<file path="src/rtl/bpm_pkg.sv">
package bpm_pkg;
  localparam int unsigned NUM_BP  = 4;
  localparam int unsigned REG_W   = 32;
  localparam int unsigned FIELD_W = 4;
  localparam int unsigned CFG_LSB = 16;

  typedef enum logic [1:0] {
    ACC_FETCH = 2'b00,
    ACC_READ  = 2'b01,
    ACC_WRITE = 2'b10,
    ACC_IO    = 2'b11
  } acc_kind_e;

  localparam logic [2:0] RA_STAT = 3'd6;
  localparam logic [2:0] RA_CTRL = 3'd7;

  localparam logic [REG_W-1:0] CTRL_WMASK = 32'hFFFF_23FF;
  localparam logic [REG_W-1:0] CTRL_FIXED = 32'h0000_0400;
endpackage

</file>
<file path="src/rtl/bpm_cmp.sv">
module bpm_cmp
  import bpm_pkg::*;
#(
  parameter int unsigned AW = 32
) (
  input  logic [AW-1:0] bp_addr,
  input  logic [1:0]    bp_len,
  input  logic [1:0]    bp_kind,
  input  logic          ext_en,
  input  logic [AW-1:0] acc_addr,
  input  logic [1:0]    acc_kind,
  input  logic [1:0]    acc_size,
  output logic          hit
);
  logic [1:0]  b_extra;
  logic [1:0]  a_extra;
  logic        len_ok;
  logic        kind_ok;
  logic [AW:0] b_lo, b_hi, a_lo, a_hi;

  always_comb begin
    len_ok  = 1'b1;
    b_extra = 2'd0;
    unique case (bp_len)
      2'b00: b_extra = 2'd0;
      2'b01: b_extra = 2'd1;
      2'b11: b_extra = 2'd3;
      default: len_ok = 1'b0;
    endcase
    unique case (acc_size)
      2'b00: a_extra = 2'd0;
      2'b01: a_extra = 2'd1;
      default: a_extra = 2'd3;
    endcase
  end

  always_comb begin
    unique case (bp_kind)
      2'b00: kind_ok = (acc_kind == ACC_FETCH);
      2'b01: kind_ok = (acc_kind == ACC_WRITE);
      2'b11: kind_ok = (acc_kind == ACC_READ) || (acc_kind == ACC_WRITE);
      default: kind_ok = ext_en && (acc_kind == ACC_IO);
    endcase
  end

  always_comb begin
    b_lo = {1'b0, bp_addr & ~{{(AW-2){1'b0}}, b_extra}};
    b_hi = b_lo + {{(AW-1){1'b0}}, b_extra};
    a_lo = {1'b0, acc_addr};
    a_hi = a_lo + {{(AW-1){1'b0}}, a_extra};
  end

  assign hit = len_ok && kind_ok && (a_lo <= b_hi) && (b_lo <= a_hi);
endmodule

</file>
<file path="src/rtl/bpm_regs.sv">
module bpm_regs
  import bpm_pkg::*;
#(
  parameter int unsigned AW = 32
) (
  input  logic                      clk,
  input  logic                      rst_n,
  input  logic                      reg_en,
  input  logic                      reg_we,
  input  logic [2:0]                reg_addr,
  input  logic [REG_W-1:0]          reg_wdata,
  input  logic [1:0]                reg_priv,
  output logic [REG_W-1:0]          reg_rdata,
  output logic                      reg_fault,
  input  logic [NUM_BP-1:0]         hit_set,
  output logic [NUM_BP*AW-1:0]      bp_addr_flat,
  output logic [NUM_BP-1:0]         bp_en,
  output logic [NUM_BP*FIELD_W-1:0] bp_cfg,
  output logic [NUM_BP-1:0]         hits_q
);
  localparam int unsigned CFG_W = NUM_BP * FIELD_W;

  logic             grant;
  logic             wr_go;
  logic [AW-1:0]    bp_q [NUM_BP];
  logic [REG_W-1:0] ctrl_q;
  logic [NUM_BP-1:0] flag_q;
  logic [2:0]       misc_q;

  assign grant     = reg_en && (reg_priv == 2'd0);
  assign reg_fault = reg_en && !grant;
  assign wr_go     = grant && reg_we;

  for (genvar i = 0; i < NUM_BP; i++) begin : g_bp
    always_ff @(posedge clk) begin
      if (!rst_n)
        bp_q[i] <= '0;
      else if (wr_go && reg_addr == 3'(i))
        bp_q[i] <= reg_wdata[AW-1:0];
    end
    assign bp_addr_flat[i*AW +: AW] = bp_q[i];
    assign bp_en[i] = ctrl_q[2*i] | ctrl_q[2*i+1];
  end

  assign bp_cfg = ctrl_q[CFG_LSB +: CFG_W];

  always_ff @(posedge clk) begin
    if (!rst_n)
      ctrl_q <= '0;
    else if (wr_go && reg_addr == RA_CTRL)
      ctrl_q <= reg_wdata & CTRL_WMASK;
  end

  always_ff @(posedge clk) begin
    if (!rst_n) begin
      flag_q <= '0;
      misc_q <= '0;
    end else begin
      if (wr_go && reg_addr == RA_STAT) begin
        flag_q <= reg_wdata[NUM_BP-1:0] | hit_set;
        misc_q <= reg_wdata[15:13];
      end else begin
        flag_q <= flag_q | hit_set;
      end
    end
  end

  assign hits_q = flag_q;

  always_comb begin
    reg_rdata = '0;
    if (grant) begin
      if (!reg_addr[2])
        reg_rdata = REG_W'(bp_q[reg_addr[1:0]]);
      else if (reg_addr == RA_STAT)
        reg_rdata = {16'hFFFF, misc_q, 1'b0, 8'hFF, flag_q};
      else if (reg_addr == RA_CTRL)
        reg_rdata = ctrl_q | CTRL_FIXED;
    end
  end
endmodule

</file>
<file path="src/rtl/bpm_top.sv">
module bpm_top
  import bpm_pkg::*;
#(
  parameter int unsigned AW = 32
) (
  input  logic              clk,
  input  logic              rst_n,
  input  logic              acc_valid,
  output logic              acc_ready,
  input  logic [AW-1:0]     acc_addr,
  input  logic [1:0]        acc_kind,
  input  logic [1:0]        acc_size,
  input  logic              acc_resume,
  input  logic              dbg_ext,
  input  logic              reg_en,
  input  logic              reg_we,
  input  logic [2:0]        reg_addr,
  input  logic [REG_W-1:0]  reg_wdata,
  input  logic [1:0]        reg_priv,
  output logic [REG_W-1:0]  reg_rdata,
  output logic              reg_fault,
  output logic              dbg_req,
  output logic [NUM_BP-1:0] dbg_hits
);
  logic                      rdy_q;
  logic                      accept;
  logic [NUM_BP-1:0]         raw_hit;
  logic [NUM_BP-1:0]         hit_set;
  logic [NUM_BP*AW-1:0]      bp_addr_flat;
  logic [NUM_BP-1:0]         bp_en;
  logic [NUM_BP*FIELD_W-1:0] bp_cfg;
  logic                      req_d;
  logic                      req_q;

  always_ff @(posedge clk) begin
    if (!rst_n) rdy_q <= 1'b0;
    else        rdy_q <= 1'b1;
  end

  assign acc_ready = rdy_q;
  assign accept    = acc_valid && rdy_q;

  bpm_regs #(.AW(AW)) u_regs (
    .clk          (clk),
    .rst_n        (rst_n),
    .reg_en       (reg_en),
    .reg_we       (reg_we),
    .reg_addr     (reg_addr),
    .reg_wdata    (reg_wdata),
    .reg_priv     (reg_priv),
    .reg_rdata    (reg_rdata),
    .reg_fault    (reg_fault),
    .hit_set      (hit_set),
    .bp_addr_flat (bp_addr_flat),
    .bp_en        (bp_en),
    .bp_cfg       (bp_cfg),
    .hits_q       (dbg_hits)
  );

  for (genvar n = 0; n < NUM_BP; n++) begin : g_cmp
    bpm_cmp #(.AW(AW)) u_cmp (
      .bp_addr  (bp_addr_flat[n*AW +: AW]),
      .bp_len   (bp_cfg[n*FIELD_W+2 +: 2]),
      .bp_kind  (bp_cfg[n*FIELD_W +: 2]),
      .ext_en   (dbg_ext),
      .acc_addr (acc_addr),
      .acc_kind (acc_kind),
      .acc_size (acc_size),
      .hit      (raw_hit[n])
    );
  end

  assign hit_set = accept ? raw_hit : '0;
  assign req_d   = accept && |(raw_hit & bp_en)
                   && !(acc_resume && acc_kind == ACC_FETCH);

  always_ff @(posedge clk) begin
    if (!rst_n) req_q <= 1'b0;
    else        req_q <= req_d;
  end

  assign dbg_req = req_q;
endmodule

</file>
<file path="config.mk">
export PLATFORM = sky130hd
export DESIGN_NAME = bpm_top
export DESIGN_NICKNAME = d
export VERILOG_FILES = /design/src/rtl/bpm_pkg.sv /design/src/rtl/bpm_cmp.sv /design/src/rtl/bpm_regs.sv /design/src/rtl/bpm_top.sv
export SDC_FILE = /design/constraint.sdc
export NUM_CORES = 1
export LEC_CHECK = 0
export BUFFER_PORTS_ARGS = -buffer_cell sky130_fd_sc_hd__buf_4
export CORE_MARGIN = 4
export CORE_UTILIZATION = 56
export CTS_CLUSTER_DIAMETER = 40
export CTS_CLUSTER_SIZE = 24
export DETAILED_ROUTE_END_ITERATION = 8
export MAX_ROUTING_LAYER = met4
export PLACE_DENSITY_LB_ADDON = 0.2
export SYNTH_ARGS = -nofsm -noshare
export SYNTH_HDL_FRONTEND = slang
export SYNTH_SLANG_ARGS = --single-unit
</file>
<file path="constraint.sdc">
create_clock -name clk -period 6.3 [get_ports clk]
set_input_delay 1.26 -clock clk [delete_from_list [all_inputs] [get_ports clk]]
set_output_delay 1.26 -clock clk [all_outputs]
set_load 0.02 [all_outputs]
</file>
* Word-level counts from Yosys, hierarchy flattened *
Memory sizes are Yosys's and may differ from the RTL's.
Cells that the tools add are included.
W data, S select, Z words.

word-level totals
  register bits = 36
  memory bits (writable) = 128
  bits of input ports = 80
  memories kept = 1
  output and inout port bits = 39

operators by class
  reduce and logical (&&, ||, !) cells = 46
  $add $sub $neg = 5
  eq/ne operators = 25
  order comparisons = 8
  multiplexer cells = 37
  bitwise operators = 19

memories
  name         words  width  rd ports  clocked after memory_dff  wr ports  RTL line        source
  u_regs.bp_q  4      32     5         0                         4         bpm_regs.sv:25  logic [AW-1:0] bp_q [NUM_BP];

operator list
  kind                  count
  $le A32 B33 Y1        8
  $mux W32              8
  $add A32 B2 Y33       5
  $and A32 B32 Y32      4
  $not A2 Y32           4
  $logic_and A1 B1 Y1   26
  $logic_not A2 Y1      11
  $eq A2 B1 Y1 const B  10
  $eq A2 B2 Y1 const B  10
  $pmux W2 S2           5
  $mux W1               18
  $pmux W1 S3           4
  $reduce_or A3 Y1      4
  $mux W4               2
  $or A1 B1 Y1          8
  $or A4 B4 Y4          2
  $eq A3 B2 Y1 const B  2
  $eq A3 B3 Y1 const B  2
  $and A4 B4 Y4         1
  $reduce_or A4 Y1      1
  $eq A3 B1 Y1 const B  1
  $logic_not A3 Y1      1
  $logic_not A1 Y1      2
  $logic_or A1 B1 Y1    1

* Depth between registers and ports, before layout *
  depth after elaboration = 12
  depth in mapped cells = 19
  gate-level depth less buffers = 19

* Cells and area by module *
From an unflattened synthesis, not the netlist that was laid out.

unflattened totals
  cell total of the unflattened synthesis = 1957
  area, all modules = 17892.2 µm²

modules (own cells, without submodules)
  module                         area each (µm²)  times used  cells an instance  seq. area each (µm²)
  bpm_regs                       7759.9           1           626                4524.3
  bpm_cmp at g_cmp[1].u_cmp ...  2537.4           2           329                0.0
  bpm_cmp at g_cmp[0].u_cmp      2489.9           1           336                0.0
  bpm_cmp at g_cmp[2].u_cmp      2462.4           1           326                0.0
  bpm_top                        105.1            1           11                 40.0

* Least setup slack after synthesis *
OpenSTA, ideal clock, no wires.

  kind = in2reg
  from = input port reg_addr[0]
  to = memory u_regs.bp_q[3][0] (enable)
  path slack = 1.440 ns
  required time = 5.834 ns
  path buffers = 2
  arrival = 4.394 ns
  cell stages on the path = 4
  setup time = 0.466 ns
  cells stage by stage = clkbuf_1 buf_2 nand2_1 o21ai_0

RTL lines
  element             RTL line        source
  start: declaration  bpm_top.sv:17   input logic [2:0] reg_addr,
  end: declaration    bpm_regs.sv:25

* Worst setup path in the final report *
  from = input port acc_size[1]
  to = register req_q (netlist: dbg_req)

between the ends
  cells in the longest elaborated chain, start to end = 9
  elaborated cells on any way between the ends = 16

RTL lines
  element                                                  RTL line       source
  start: declaration                                       bpm_top.sv:12  input logic [1:0] acc_size,
  $eq A2 B1 Y1 / $logic_not A2 Y1 (equally long branches)  bpm_cmp.sv:30  unique case (acc_size)
  $pmux W2 S2 (*)                                          bpm_cmp.sv:30
  $add A32 B2 Y33 (*)                                      bpm_cmp.sv:50  a_hi = a_lo + {{(AW-1){1'b0}}, a_extra};
  $le A32 B33 Y1                                           bpm_cmp.sv:53  assign hit = len_ok && kind_ok && (a_lo <= b_hi) && (b_lo <= a_hi);
  $logic_and A1 B1 Y1                                      bpm_cmp.sv:53
  $and A4 B4 Y4 (*)                                        bpm_top.sv:74  assign req_d = accept && |(raw_hit & bp_en)
  $reduce_or A4 Y1 (*)                                     bpm_top.sv:74
  $logic_and A1 B1 Y1 (*)                                  bpm_top.sv:74
  $logic_and A1 B1 Y1 (*)                                  bpm_top.sv:75  && !(acc_resume && acc_kind == ACC_FETCH);
  end signal: assignment                                   bpm_top.sv:79  else req_q <= req_d;
  end: declaration                                         bpm_top.sv:33  logic req_q;

Every way passes the cells marked *; elsewhere a longest branch is shown, timed or not.
A chain may end at the register's enable or synchronous reset.

==> results.cfg <==
[run_status]
status = finished, final reports clean

[sta]
slew_viol_final = 0
rsz0062_at_grt = false
worst_pin_slew_ns = 1.21
fin_crit_sh_pct = 83.9
min_period_ns = 5.29
finClkSkew_ns = 0.0124
tns_ns = 0
setup_viol = 0
fmax_mhz = 189
hold_violations = 0
relSlewSlack_pct = 18.7

[synthesis]
synth-seq-area-share_pct = 29.6
synth_area_leaders = edfxtp_1, ha_1, and2_1, dfxtp_1, nand2_1
yosysUniqueCellTypes = 67
netlist_area_um2 = 15400
yosys.area.top_type = edfxtp_1
yosys_warnings = 0
avgSynthCellArea_um2 = 9.34
ys.flop_type = edfxtp_1
synth_top_area_share_pct = 25.0
async_flop_share_pct = 0
synth_cells = 1648
synth_edf_count = 128
ys_ff_latch = 164

[global_route]
top_usage_layer = met2
met2_usage_pct = 59.3
gr-usage-met3_pct = 7.72
grt_max_degree = 45
grt_overflow = 0
gr-usage-all-layers_pct = 40.1
grt_pass1_wl_um = 88600
antenna_found_initial = 2
grt_use_met1_pct = 54.8
grt_pass1_vias = 13846

[route]
wl_per_cell_um = 28.2
drt-initial-drc-count = 1814
dr_total_vias = 14330
drtAntennaViolNets = 0
drt_first_pass_iters = 8
drcViolationCount = 0
viasPerCell = 6.79
drt_wl_total_um = 59500

[die]
initial_core_util_pct = 57.0
die_x_um = 174
ioPinCount = 119
core_um2 = 27000
rows = 60
die_h_um = 174
die_area_um2 = 30200

[power]
seqPwrFrac_pct = 41.5
ir_drop_mv = 0.161
p_per_area_nw_per_um2 = 182
p_comb_share_pct = 24.2
swShare_pct = 34.0
p_clk_share_pct = 34.3
total_leakage_power_nw = 7.16
power.switching_w = 0.00107
p_int_w = 0.00207

[placed_design]
dp_cells = 2078
place_congestion = 1.00
io_buffers = 118
dp_hpwl_um = 45100

[clocking]
ctsResizeCount = 0
clk_path_buf_depth = 2
cts_made_buffers = 17
clock_latency_ns = 0.44
clkTransAtPathRegs_ns = 0.07
tritoncts = built
ctsHoldBuffers = 0
postCtsSetupBuffers = 0
numClockSinks = 164
root_buffer = clkbuf_16
htreeDepth = 4

[finish]
num-fill-cells = 2331
final_cells = 2110
drive_above_1_share_pct = 12.9
n_antenna_cell = 0
nets = 2102
synthToLayoutAreaGrowth_pct = 12.3
multiInputGateArea_um2 = 10400
final-seq-area_um2 = 4560

[job]
drv_cap = 0

[setup_path]
startpoint_type = primary input
arrival_ns = 5.61
critPathMaxFanout = 6
worst_path_max_delay_cell = nor4_1
crit_top_cell = nand4_1
crit_family = simple AND/OR/NAND/NOR gates
crit_type = in2reg
slowest_delay_ns = 0.63
cp-end-kind = flop
crit_required_ns = 6.63
crit_chain = buf_4, or2_2, ha_1, fa_1, and4_1, nand4_1, buf_4, nor2_1, nand4_1, xor2_1, ha_1, nand4_1, nor4_1, nand2_1, o2111ai_1, a21oi_1, a21oi_1, o32ai_2, o31a_1
path_buf_inv = 2

[worst_hold_path]
hp-class = reg2reg
stage by stage:
stage	power [W]	util, %	setup WS [ns]	hold WS, ns	cell area (µm²)
floorplan	0.00175	-	1.44	0.440	15400
global placement	0.00205	61.9	0.853	0.449	16700
detailed placement	0.00206	61.9	0.708	0.464	16700
CTS	0.00311	64.0	1.16	0.474	17300
global route	0.00326	64.0	0.794	0.493	17300
finish	0.00315	64.0	1.01	0.473	17300
state kept, by name (all words and copies together), names as in the netlist:
signal / cells
acc_ready: 1
dbg_req: 1
u_regs.bp_q: 128
u_regs.ctrl_q: 27
u_regs.hits_q: 4
u_regs.misc_q: 3
final timing paths:
path	start	to	slack, ns	cells past startpoint
setup / recovery	acc_size[1]	dbg_req$_SDFF_PN0_	1.01	19
hold / removal	u_regs.ctrl_q[13]$_SDFFE_PN0P_	u_regs.ctrl_q[13]$_SDFFE_PN0P_	0.47	2
setup reg to reg	u_regs.bp_q[0][30]$_SDFFCE_PN0P_	dbg_req$_SDFF_PN0_	2.50	10
hold reg to reg	u_regs.ctrl_q[13]$_SDFFE_PN0P_	u_regs.ctrl_q[13]$_SDFFE_PN0P_	0.47	2
cell usage in the layout, fill, tap and decap left out, types with 6 or more instances in the layout:
cell,synthesis,final
o21ai_0,43,40
a221oi_1,6,6
and3_1,13,13
a21o_1,29,29
dfxtp_1,36,36
nand4_1,60,60
xnor2_1,43,43
clkbuf_16,0,17
xor2_1,47,47
inv_1,81,81
nor2_1,75,71
mux4_2,30,30
and2_1,133,133
mux2_2,10,10
or2_2,6,6
nor3_1,16,15
and4_1,15,15
nand3_1,62,62
o22ai_1,6,6
nand2b_1,9,9
nand2_1,184,184
ha_1,265,265
a21boi_1,21,21
a21boi_0,13,13
a21oi_1,124,124
buf_4,0,131
nor2b_1,16,16
edfxtp_1,128,128
nor4_1,14,14
mux2i_1,8,8
a211oi_1,15,15
o211ai_1,30,30
layout make-up:
cell class | count | area share, %
Clock inverter | 12 | 0.695
Clock buffer | 20 | 2.53
Sequential cell | 164 | 26.4
Timing Repair Buffer | 131 | 5.69
Multi-Input combinational cell | 1359 | 60.4
Inverter | 83 | 1.80
Tap cell | 341 | 2.47
metal layers:
metal | routed length, µm | vias to the layer above
met5 | 0 | -
met4 | 2500 | 0
met3 | 6470 | 171
met2 | 25800 | 908
met1 | 24800 | 6914
li1 | - | 6337
cell usage after synthesis, types with 30 or more instances:
cell type,n
ha_1,265
nand2_1,184
and2_1,133
edfxtp_1,128
a21oi_1,124
inv_1,81
nor2_1,75
nand3_1,62
nand4_1,60
xor2_1,47
o21ai_0,43
xnor2_1,43
clkbuf_1,42
dfxtp_1,36
mux4_2,30
o211ai_1,30
kinds of logic after synthesis:
family                   Yosys count  share of synthesized area [%]
AO/OA/AOI/OAI                    329                           13.6
multiplexers                      48                           5.64
flip-flops                       164                           29.6
other                              1                         0.0244
XOR/XNOR                          90                           5.12
adder cells (fa/ha/maj)          266                           21.7
buffers and inverters            128                           3.14
AND/OR/NAND/NOR                  622                           21.2
tightest hold or removal path: stages, from the launching register on:
cell and delay, ns:
dfxtp_1 0.31, nand2_1 0.05, a21boi_0 0.06
power by group through the flow:
stage | Combinational [W] | Clock [W] | Sequential (W)
after CTS | 0.000744 | 0.00107 | 0.00130
after global routing | 0.000841 | 0.00111 | 0.00131
after detailed placement | 0.000737 | 0 | 0.00132
final | 0.000762 | 0.00108 | 0.00130
after global placement | 0.000723 | 0 | 0.00132
after floorplan | 0.000465 | 0 | 0.00128
Note: power is estimated with default switching activity, not from simulation.
